<file path="config.mk">
export PLATFORM = sky130hd
export DESIGN_NAME = lanemem_top
export DESIGN_NICKNAME = d
export VERILOG_FILES = /design/src/rtl/lanemem_pkg.sv /design/src/rtl/lanemem_lane_decode.sv /design/src/rtl/lanemem_store.sv /design/src/rtl/lanemem_top.sv
export SDC_FILE = /design/constraint.sdc
export NUM_CORES = 1
export LEC_CHECK = 0
export ABC_AREA = 1
export BUFFER_PORTS_ARGS = -buffer_cell sky130_fd_sc_hd__buf_4
export CAP_MARGIN = 25
export CORE_ASPECT_RATIO = 0.5
export CORE_MARGIN = 10
export CORE_UTILIZATION = 40
export DETAILED_ROUTE_END_ITERATION = 7
export GPL_TIMING_DRIVEN = 0
export RECOVER_POWER = 25
export SYNTH_ARGS = -nofsm -noshare
export SYNTH_HDL_FRONTEND = slang
export SYNTH_SLANG_ARGS = --single-unit
</file>
<file path="constraint.sdc">
create_clock -name clk -period 2 [get_ports clk]
set_input_delay 0.3 -clock clk [delete_from_list [all_inputs] [get_ports clk]]
set_output_delay 0.3 -clock clk [all_outputs]
set_load 0.03 [all_outputs]
</file>
<file path="src/rtl/lanemem_pkg.sv">
package lanemem_pkg;
    localparam int LANES  = 4;
    localparam int BYTE_W = 8;
    localparam int DATA_W = LANES * BYTE_W;

    typedef enum logic [1:0] {
        SZ_BYTE = 2'b00,
        SZ_HALF = 2'b01,
        SZ_WORD = 2'b10,
        SZ_RSVD = 2'b11
    } xfer_size_e;

    typedef struct packed {
        logic [DATA_W-1:0] rdata;
    } rd_state_t;
endpackage

</file>
<file path="src/rtl/lanemem_lane_decode.sv">
// Maps size code, low address bits and lane order onto the set of byte lanes
// that a transfer covers. The reserved size code selects no lane.
module lanemem_lane_decode
    import lanemem_pkg::*;
(
    input  logic [1:0]       size,
    input  logic [1:0]       addr_lo,
    input  logic             big_end,
    output logic [LANES-1:0] lane_sel
);
    for (genvar i = 0; i < LANES; i++) begin : g_lane
        // position of this lane counted in address order for each lane order
        localparam logic [1:0] BYTE_POS_LE = 2'(i);
        localparam logic [1:0] BYTE_POS_BE = 2'(LANES - 1 - i);
        localparam logic       HALF_POS_LE = 1'(i / 2);
        localparam logic       HALF_POS_BE = 1'(1 - (i / 2));

        logic hit;
        always_comb begin
            hit = 1'b0;
            unique case (xfer_size_e'(size))
                SZ_WORD: hit = 1'b1;
                SZ_HALF: hit = (addr_lo[1] == (big_end ? HALF_POS_BE : HALF_POS_LE));
                SZ_BYTE: hit = (addr_lo == (big_end ? BYTE_POS_BE : BYTE_POS_LE));
                default: hit = 1'b0;
            endcase
        end
        assign lane_sel[i] = hit;
    end
endmodule

</file>
<file path="src/rtl/lanemem_store.sv">
// Word array with one write enable per byte lane and an unregistered read port.
module lanemem_store
    import lanemem_pkg::*;
#(
    parameter int DEPTH = 16,
    localparam int IDX_W = (DEPTH > 1) ? $clog2(DEPTH) : 1
) (
    input  logic                         clk,
    input  logic [IDX_W-1:0]             idx,
    input  logic [LANES-1:0]             lane_we,
    input  logic [LANES-1:0][BYTE_W-1:0] wbytes,
    output logic [DATA_W-1:0]            rd_word
);
    logic [LANES-1:0][BYTE_W-1:0] mem_q [DEPTH];
    logic [LANES-1:0][BYTE_W-1:0] mem_d [DEPTH];

    always_comb begin
        for (int w = 0; w < DEPTH; w++) begin
            mem_d[w] = mem_q[w];
        end
        for (int b = 0; b < LANES; b++) begin
            if (lane_we[b]) begin
                mem_d[idx][b] = wbytes[b];
            end
        end
    end

    always_ff @(posedge clk) begin
        for (int w = 0; w < DEPTH; w++) begin
            mem_q[w] <= mem_d[w];
        end
    end

    assign rd_word = mem_q[idx];
endmodule

</file>
<file path="src/rtl/lanemem_top.sv">
module lanemem_top
    import lanemem_pkg::*;
#(
    parameter int ADDR_W = 12,
    parameter int DEPTH  = 16
) (
    input  logic              clk,
    input  logic              rst,
    input  logic [ADDR_W-1:0] addr,
    input  logic [1:0]        size,
    input  logic              wr,
    input  logic              big_end,
    input  logic [31:0]       wdata,
    output logic [31:0]       rdata
);
    localparam int IDX_W  = (DEPTH > 1) ? $clog2(DEPTH) : 1;
    localparam int WADR_W = ADDR_W - 2;

    logic [WADR_W-1:0]            word_addr;
    logic [IDX_W-1:0]             idx;
    logic [LANES-1:0]             lane_sel;
    logic [LANES-1:0]             lane_we;
    logic [LANES-1:0][BYTE_W-1:0] wbytes;
    logic [DATA_W-1:0]            rd_word;
    rd_state_t                    st_d, st_q;

    assign word_addr = addr[ADDR_W-1:2];
    assign idx       = IDX_W'(word_addr % WADR_W'(DEPTH));
    assign wbytes    = wdata;

    lanemem_lane_decode u_decode (
        .size     (size),
        .addr_lo  (addr[1:0]),
        .big_end  (big_end),
        .lane_sel (lane_sel)
    );

    assign lane_we = lane_sel & {LANES{wr}};

    lanemem_store #(.DEPTH(DEPTH)) u_store (
        .clk     (clk),
        .idx     (idx),
        .lane_we (lane_we),
        .wbytes  (wbytes),
        .rd_word (rd_word)
    );

    always_comb begin
        st_d       = st_q;
        st_d.rdata = rd_word;
        if (rst) begin
            st_d = '0;
        end
    end

    always_ff @(posedge clk) begin
        st_q <= st_d;
    end

    assign rdata = st_q.rdata;
endmodule

</file>
==> results of run 1 <==
[per-layer routing]
layer | wire length [um] | share of wire [%]
met1 | 28200 | 45
met2 | 28700 | 46
met3 | 4560 | 7.3
met4 | 1160 | 1.9
met5 | 0 | 0
[where the power goes]
part / leakage, nW / internal [mW] / switching (mW)
combinational: 5.66 / 0.501 / 1.39
sequential: 4.62 / 12.6 / 0.0443
clock: 0.833 / 5.53 / 4.23
[final timing paths]
check                       start  slack (ns)                    end  depth (start not counted)
max                       addr[3]        0.01   u_store.mem_q[15][1]                          6
min                     wdata[13]        0.08  u_store.mem_q[10][13]                          1
max reg2reg  u_store.mem_q[7][29]        0.76              rdata[29]                          8
min reg2reg  u_store.mem_q[8][15]        0.73              rdata[15]                          8
[sequential cells by signal, indices dropped and copies added (netlist names)]
name,cells
rdata,32
u_store.mem_q,512
[metrics by stage]
stage	total power, mW	setup slack [ns]	util (%)
final	24.3	0.00967	46.1
after floorplan	14.0	0.149	-
after global routing	25.0	-0.0682	46.1
after global placement	14.8	-0.924	43.0
after detailed placement	14.8	-0.836	43.0
after CTS	24.4	-0.145	46.1
[synth_stat cells]
library cell,n,share of area (%)
a21boi_1,1,0.032
buf_1,4,0.065
buf_12,1,0.087
buf_2,52,1.1
buf_4,25,0.81
buf_6,4,0.19
clkbuf_1,27,0.44
dfxtp_1,32,2.8
edfxtp_1,512,66
inv_1,47,0.76
inv_2,7,0.11
nand2_1,1355,22
nand2_2,3,0.081
nand2_4,10,0.49
nand3_1,1,0.022
nor2_1,251,4.1
nor2_2,12,0.32
nor2_8,1,0.087
o21ai_0,1,0.022
xnor2_1,1,0.038
xor2_1,1,0.038
[kinds of logic after synthesis]
group,Yosys count,synth area share [%]
simple gates,1633,27.1
flops,544,69.2
buf+inv,167,3.60
compound gates,2,0.0541
xor+xnor,2,0.0757
[worst max-delay path, delay by kind of cell]
family / cells / cell delay (ns)
buf+inv: 3 / 0.68
simple gates: 3 / 1.20
[layout make-up]
cell class | count | area, um2
Clock inverter | 16 | 106
Inverter | 54 | 203
Multi-Input combinational cell | 1637 | 6380
Timing Repair Buffer | 79 | 536
Tap cell | 768 | 961
Sequential cell | 544 | 16000
Buffer | 113 | 629
Clock buffer | 82 | 1580
Fill cell | 5229 | 30900
[what timing repair did]
item | in CTS | in global routing
hold buffers | 4 | 0
endpoints found under the hold margin | 36 | 0
setup endpoints to repair | 128 | 232
gates resized for setup | 13 | 21
==> summary.txt, run 1 <==
Timing
  • Final period utilization: 99.5%
  • Max_slew headroom: 35.8%
  • Worst-margin pin slew: 0.960 ns
  • Sum Neg Setup Slack: 0 ns
  • Final Hold Fails: 0
  • Hold WS: 0.0823 ns
  • Fin. max-slew vios: 0
  • Endpoints failing setup: 0
  • Max Fclk: 502 MHz
  • Final min period: 1.99 ns
  • RSZ-0062 raised after global routing: yes
  • Clock skew: 0.00857 ns

Drt
  • Final wirelength: 62,700 um
  • Initial DRC Count: 1,508
  • Via density: 4.93
  • DR WL/cell: 19.0 um
  • Vias: 16,200
  • Pre-antenna DRT Iters: 5
  • DRC: 0
  • Routed Antenna Nets: 0

Synthesis
  • YS warnings: 0
  • Flops & latches, synth: 544
  • Cell Area, Synth: 23,100 um2
  • Synth Area per Inst: 9.85 um2
  • Post-synthesis cell count: 2,348
  • Syn nets: 2,398
  • Post-synthesis sequential area ratio: 69.2%
  • Post-synth cell types: 21

Run status
  • Run status: completed

Floorplan
  • Initial core utilization: 40.4%
  • Core area: 57,300 um2
  • # IOs: 82
  • Row Count: 62
  • DIE WIDTH: 360 um
  • DIE HEIGHT: 190 um
  • Die area: 68,400 um2

GRT
  • Initial antenna violation count: 0
  • First-pass GRT wire length: 93,200 um
  • Pin count of the biggest net entering global routing: 17
  • GR Overflow Total: 0
  • Gr usage total: 17.8%
  • Vias in the first global route: 15,200
  • GR Util met1: 24.9%
  • Met2 Usage GRT: 29.2%
  • GRT met3 Usage: 2.62%
  • Most Crowded Layer GR: met2

Cells and area
  • Commonest non-fill, non-tap cell in the layout: nand2_1
  • Commonest cells after routing, fill and taps aside: 1,355 x nand2_1, 512 x edfxtp_1, 218 x nor2_1
  • P&R area growth vs syn: 14.1%
  • Diode count: 0
  • Final net count: 2,531
  • Final instance area: 26,400 um2
  • Layout cells sized above 1: 11.1%
  • Finished Layout Cells: 3,293

Setup path
  • CP Class: primary input to flop
  • Crit path DAT: 2.19 ns
  • CP peak stage delay: 0.72 ns
  • Crit-path slowest cell: nor2_1
  • CP Capture Type: flop
  • Crit path max fanout: 10
  • Critical Path RT: 2.20 ns
  • CP Launch Type: primary input
  • Cell Chain, Critical Path: buf_2 > buf_2 > nand2_1 > nor2_1 > inv_1 > nor2_1

Place
  • Detail Placement HPWL: 44,200 um
  • Placed cell areas: 24,700 um2
  • Placed cell count: 3,191
  • Port bufs: 73
  • Placer Congestion: 0.848

Clocking
  • CTS clk-pin slew, worst paths: 0.07 ns
  • Num CTS Buffers: 52
  • CTS sink cnt: 544
  • Clock tree buffer depth: 3
  • CTS tree: built
  • Root Buffer: clkbuf_16
  • Worst skew pair latency: 0.58 ns
  • H-Tree Depth: 2
  • Postcts setup bufs: 0

Job
  • Max-Cap Viols: 0

Power and ir drop
  • PwrDens: 921 nW/um2
  • Leakage power: 11.1 nW
  • Max IR drop VDD: 0.691 mV

Worst hold path
  • Min-Delay Path Class: primary input to flop
Power figures use the tool's default switching activity.
==> run 2: changes to the inputs <==
- MAX_ROUTING_LAYER: default -> met4
==> run 2 against run 1 <==
Compared with the run above: largest power group unchanged; global-route usage up 0.54 points; critical path depth rose by 1; die area did not move; clock skew rose by 0.0014 ns; final cell count did not move; power barely moved; critical endpoint is now u_store.mem_q[4][14]; the flow now finishes with violations (setup timing); sequential share of layout area barely moved; design area about the same; sequential power about the same.
==> summary.txt, run 2 (same netlist as run 1, synthesis figures left out) <==
Place
  • Port bufs: 73
  • Detail Placement HPWL: 44,200 um
  • Dpl ws: -0.836 ns
  • Placed cell areas: 24,700 um2
  • Placer Congestion: 0.862
  • Placed cell count: 3,191

Setup path
  • Crit path DAT: 2.26 ns
  • Reg-to-Reg Start: u_store.mem_q[7][29]
  • RR Endpoint: rdata[29]
  • CP peak stage delay: 0.67 ns
  • CP Launch Type: primary input
  • CP endpoint: u_store.mem_q[4][14]
  • Worst setup path start: size[1]
  • CP Class: primary input to flop
  • Critical Path RT: 2.21 ns
  • Flop-to-flop setup slack: 0.77 ns
  • Crit-path slowest cell: nor2_1
  • Cell Chain, Critical Path: buf_4 > a21boi_1 > o21ai_0 > inv_1 > nand2_1 > buf_2 > nor2_1
  • CP Capture Type: flop
  • FF-to-FF path depth: 8
  • Crit path max fanout: 10

Cells and area
  • Commonest non-fill, non-tap cell in the layout: nand2_1
  • Finished Layout Cells: 3,293
  • Final instance area: 26,400 um2
  • Final net count: 2,531
  • Commonest cells after routing, fill and taps aside: 1,355 x nand2_1, 512 x edfxtp_1, 220 x nor2_1
  • Max reg flops: 512
  • Diode count: 0
  • Largest register by flop count: u_store.mem_q
  • Layout cells sized above 1: 11.0%
  • P&R area growth vs syn: 14.1%

Run status
  • Failing checks: setup timing
  • Run status: complete, but fails checks

Floorplan
  • Initial core utilization: 40.4%
  • DIE WIDTH: 360 um
  • Core area: 57,300 um2
  • Row Count: 62
  • Die area: 68,400 um2
  • # IOs: 82
  • DIE HEIGHT: 190 um

Clocking
  • Num CTS Buffers: 52
  • CTS tree: built
  • CTS sink cnt: 544
  • CTS clk-pin slew, worst paths: 0.07 ns
  • Postcts setup bufs: 0
  • Worst skew pair latency: 0.59 ns
  • Root Buffer: clkbuf_16
  • H-Tree Depth: 2
  • Clock tree buffer depth: 3

Timing
  • Max_slew headroom: 36.9%
  • Max Fclk: 487 MHz
  • Worst-margin pin slew: 0.942 ns
  • Clock skew: 0.0100 ns
  • Endpoints failing setup: 16
  • Final period utilization: 103%
  • RSZ-0062 raised after global routing: yes
  • Final Hold Fails: 0
  • Setup ws final: -0.0541 ns
  • Fin. max-slew vios: 0
  • Sum Neg Setup Slack: -0.527 ns
  • Hold WS: 0.0806 ns
  • Final min period: 2.05 ns

Job
  • Max-Cap Viols: 0

Power and ir drop
  • Leakage power: 11.1 nW
  • PwrDens: 921 nW/um2
  • Max IR drop VDD: 0.689 mV

Worst hold path
  • Min-Delay Path Class: primary input to flop

Drt
  • DR WL/cell: 19.1 um
  • Via density: 4.92
  • Pre-antenna DRT Iters: 5
  • Final wirelength: 62,800 um
  • DRC: 0
  • Routed Antenna Nets: 0
  • Vias: 16,200
  • Initial DRC Count: 1,428

GRT
  • Vias in the first global route: 15,200
  • Gr usage total: 18.4%
  • Initial antenna violation count: 0
  • GR Overflow Total: 0
  • First-pass GRT wire length: 93,200 um
  • Pin count of the biggest net entering global routing: 17
run 2: changes by cell type in the layout (fill, tap and decap cells not counted):
cell and change:
nor2_1 +2, nor2_2 -2
run 2: routing by layer:
metal | up-vias | share of wire (%) | GRT usage, %
li1 | 7747 | - | -
met1 | 7798 | 45 | 24.9
met2 | 542 | 46 | 29.3
met3 | 102 | 7.1 | 2.61
met4 | 0 | 1.9 | 3.83
met5 | - | 0 | -
run 2: worst min-delay path by stage:
stage	start	end	slack [ns]	depth (start not counted)
global route	wdata[13]	u_store.mem_q[6][13]	0.09	1
CTS	wdata[19]	u_store.mem_q[2][19]	0.0007	1
global placement	rst	rdata[0]	0.59	2
floorplan	rst	rdata[0]	0.37	1
finish	wdata[13]	u_store.mem_q[10][13]	0.08	1
detailed placement	rst	rdata[31]	0.60	2
run 2: area by class of cell:
cell class                      count  area (um2)
Timing Repair Buffer               79         536
Multi-Input combinational cell   1637        6370
Inverter                           54         203
Sequential cell                   544       16000
Buffer                            113         629
Tap cell                          768         961
Clock buffer                       82        1580
Clock inverter                     16         106
Fill cell                        5231       30900
run 2: report_power, final:
group | leakage (nW) | internal [mW] | switching, mW | total (mW)
Clock | 0.833 | 5.53 | 4.24 | 9.77
Combinational | 5.66 | 0.501 | 1.39 | 1.89
Sequential | 4.62 | 12.6 | 0.0445 | 12.7
Total | 11.1 | 18.6 | 5.68 | 24.3
run 2: stage by stage:
step           util, %  power, mW
6_report          46.0       24.3
5_1_grt           46.0       25.1
4_1_cts           46.1       24.4
3_5_place_dp      43.0       14.8
3_3_place_gp      43.0       14.8
2_1_floorplan        -       14.0
run 2: worst max-delay path: cells and delay by family:
kind                   cells  cell delay [ns]
and+or+nand+nor            2             1.02
AOI/OAI and AO/OA          2             0.35
buffers and inverters      3             0.56
run 2: timing repair:
| action | CTS | global route |
|---|---|---|
| pin swaps | 0 | 0 |
| setup endpoints to repair | 128 | 240 |
| resized for setup | 13 | 19 |
| endpoints found under the hold margin | 36 | 0 |
| hold buffers | 4 | 0 |
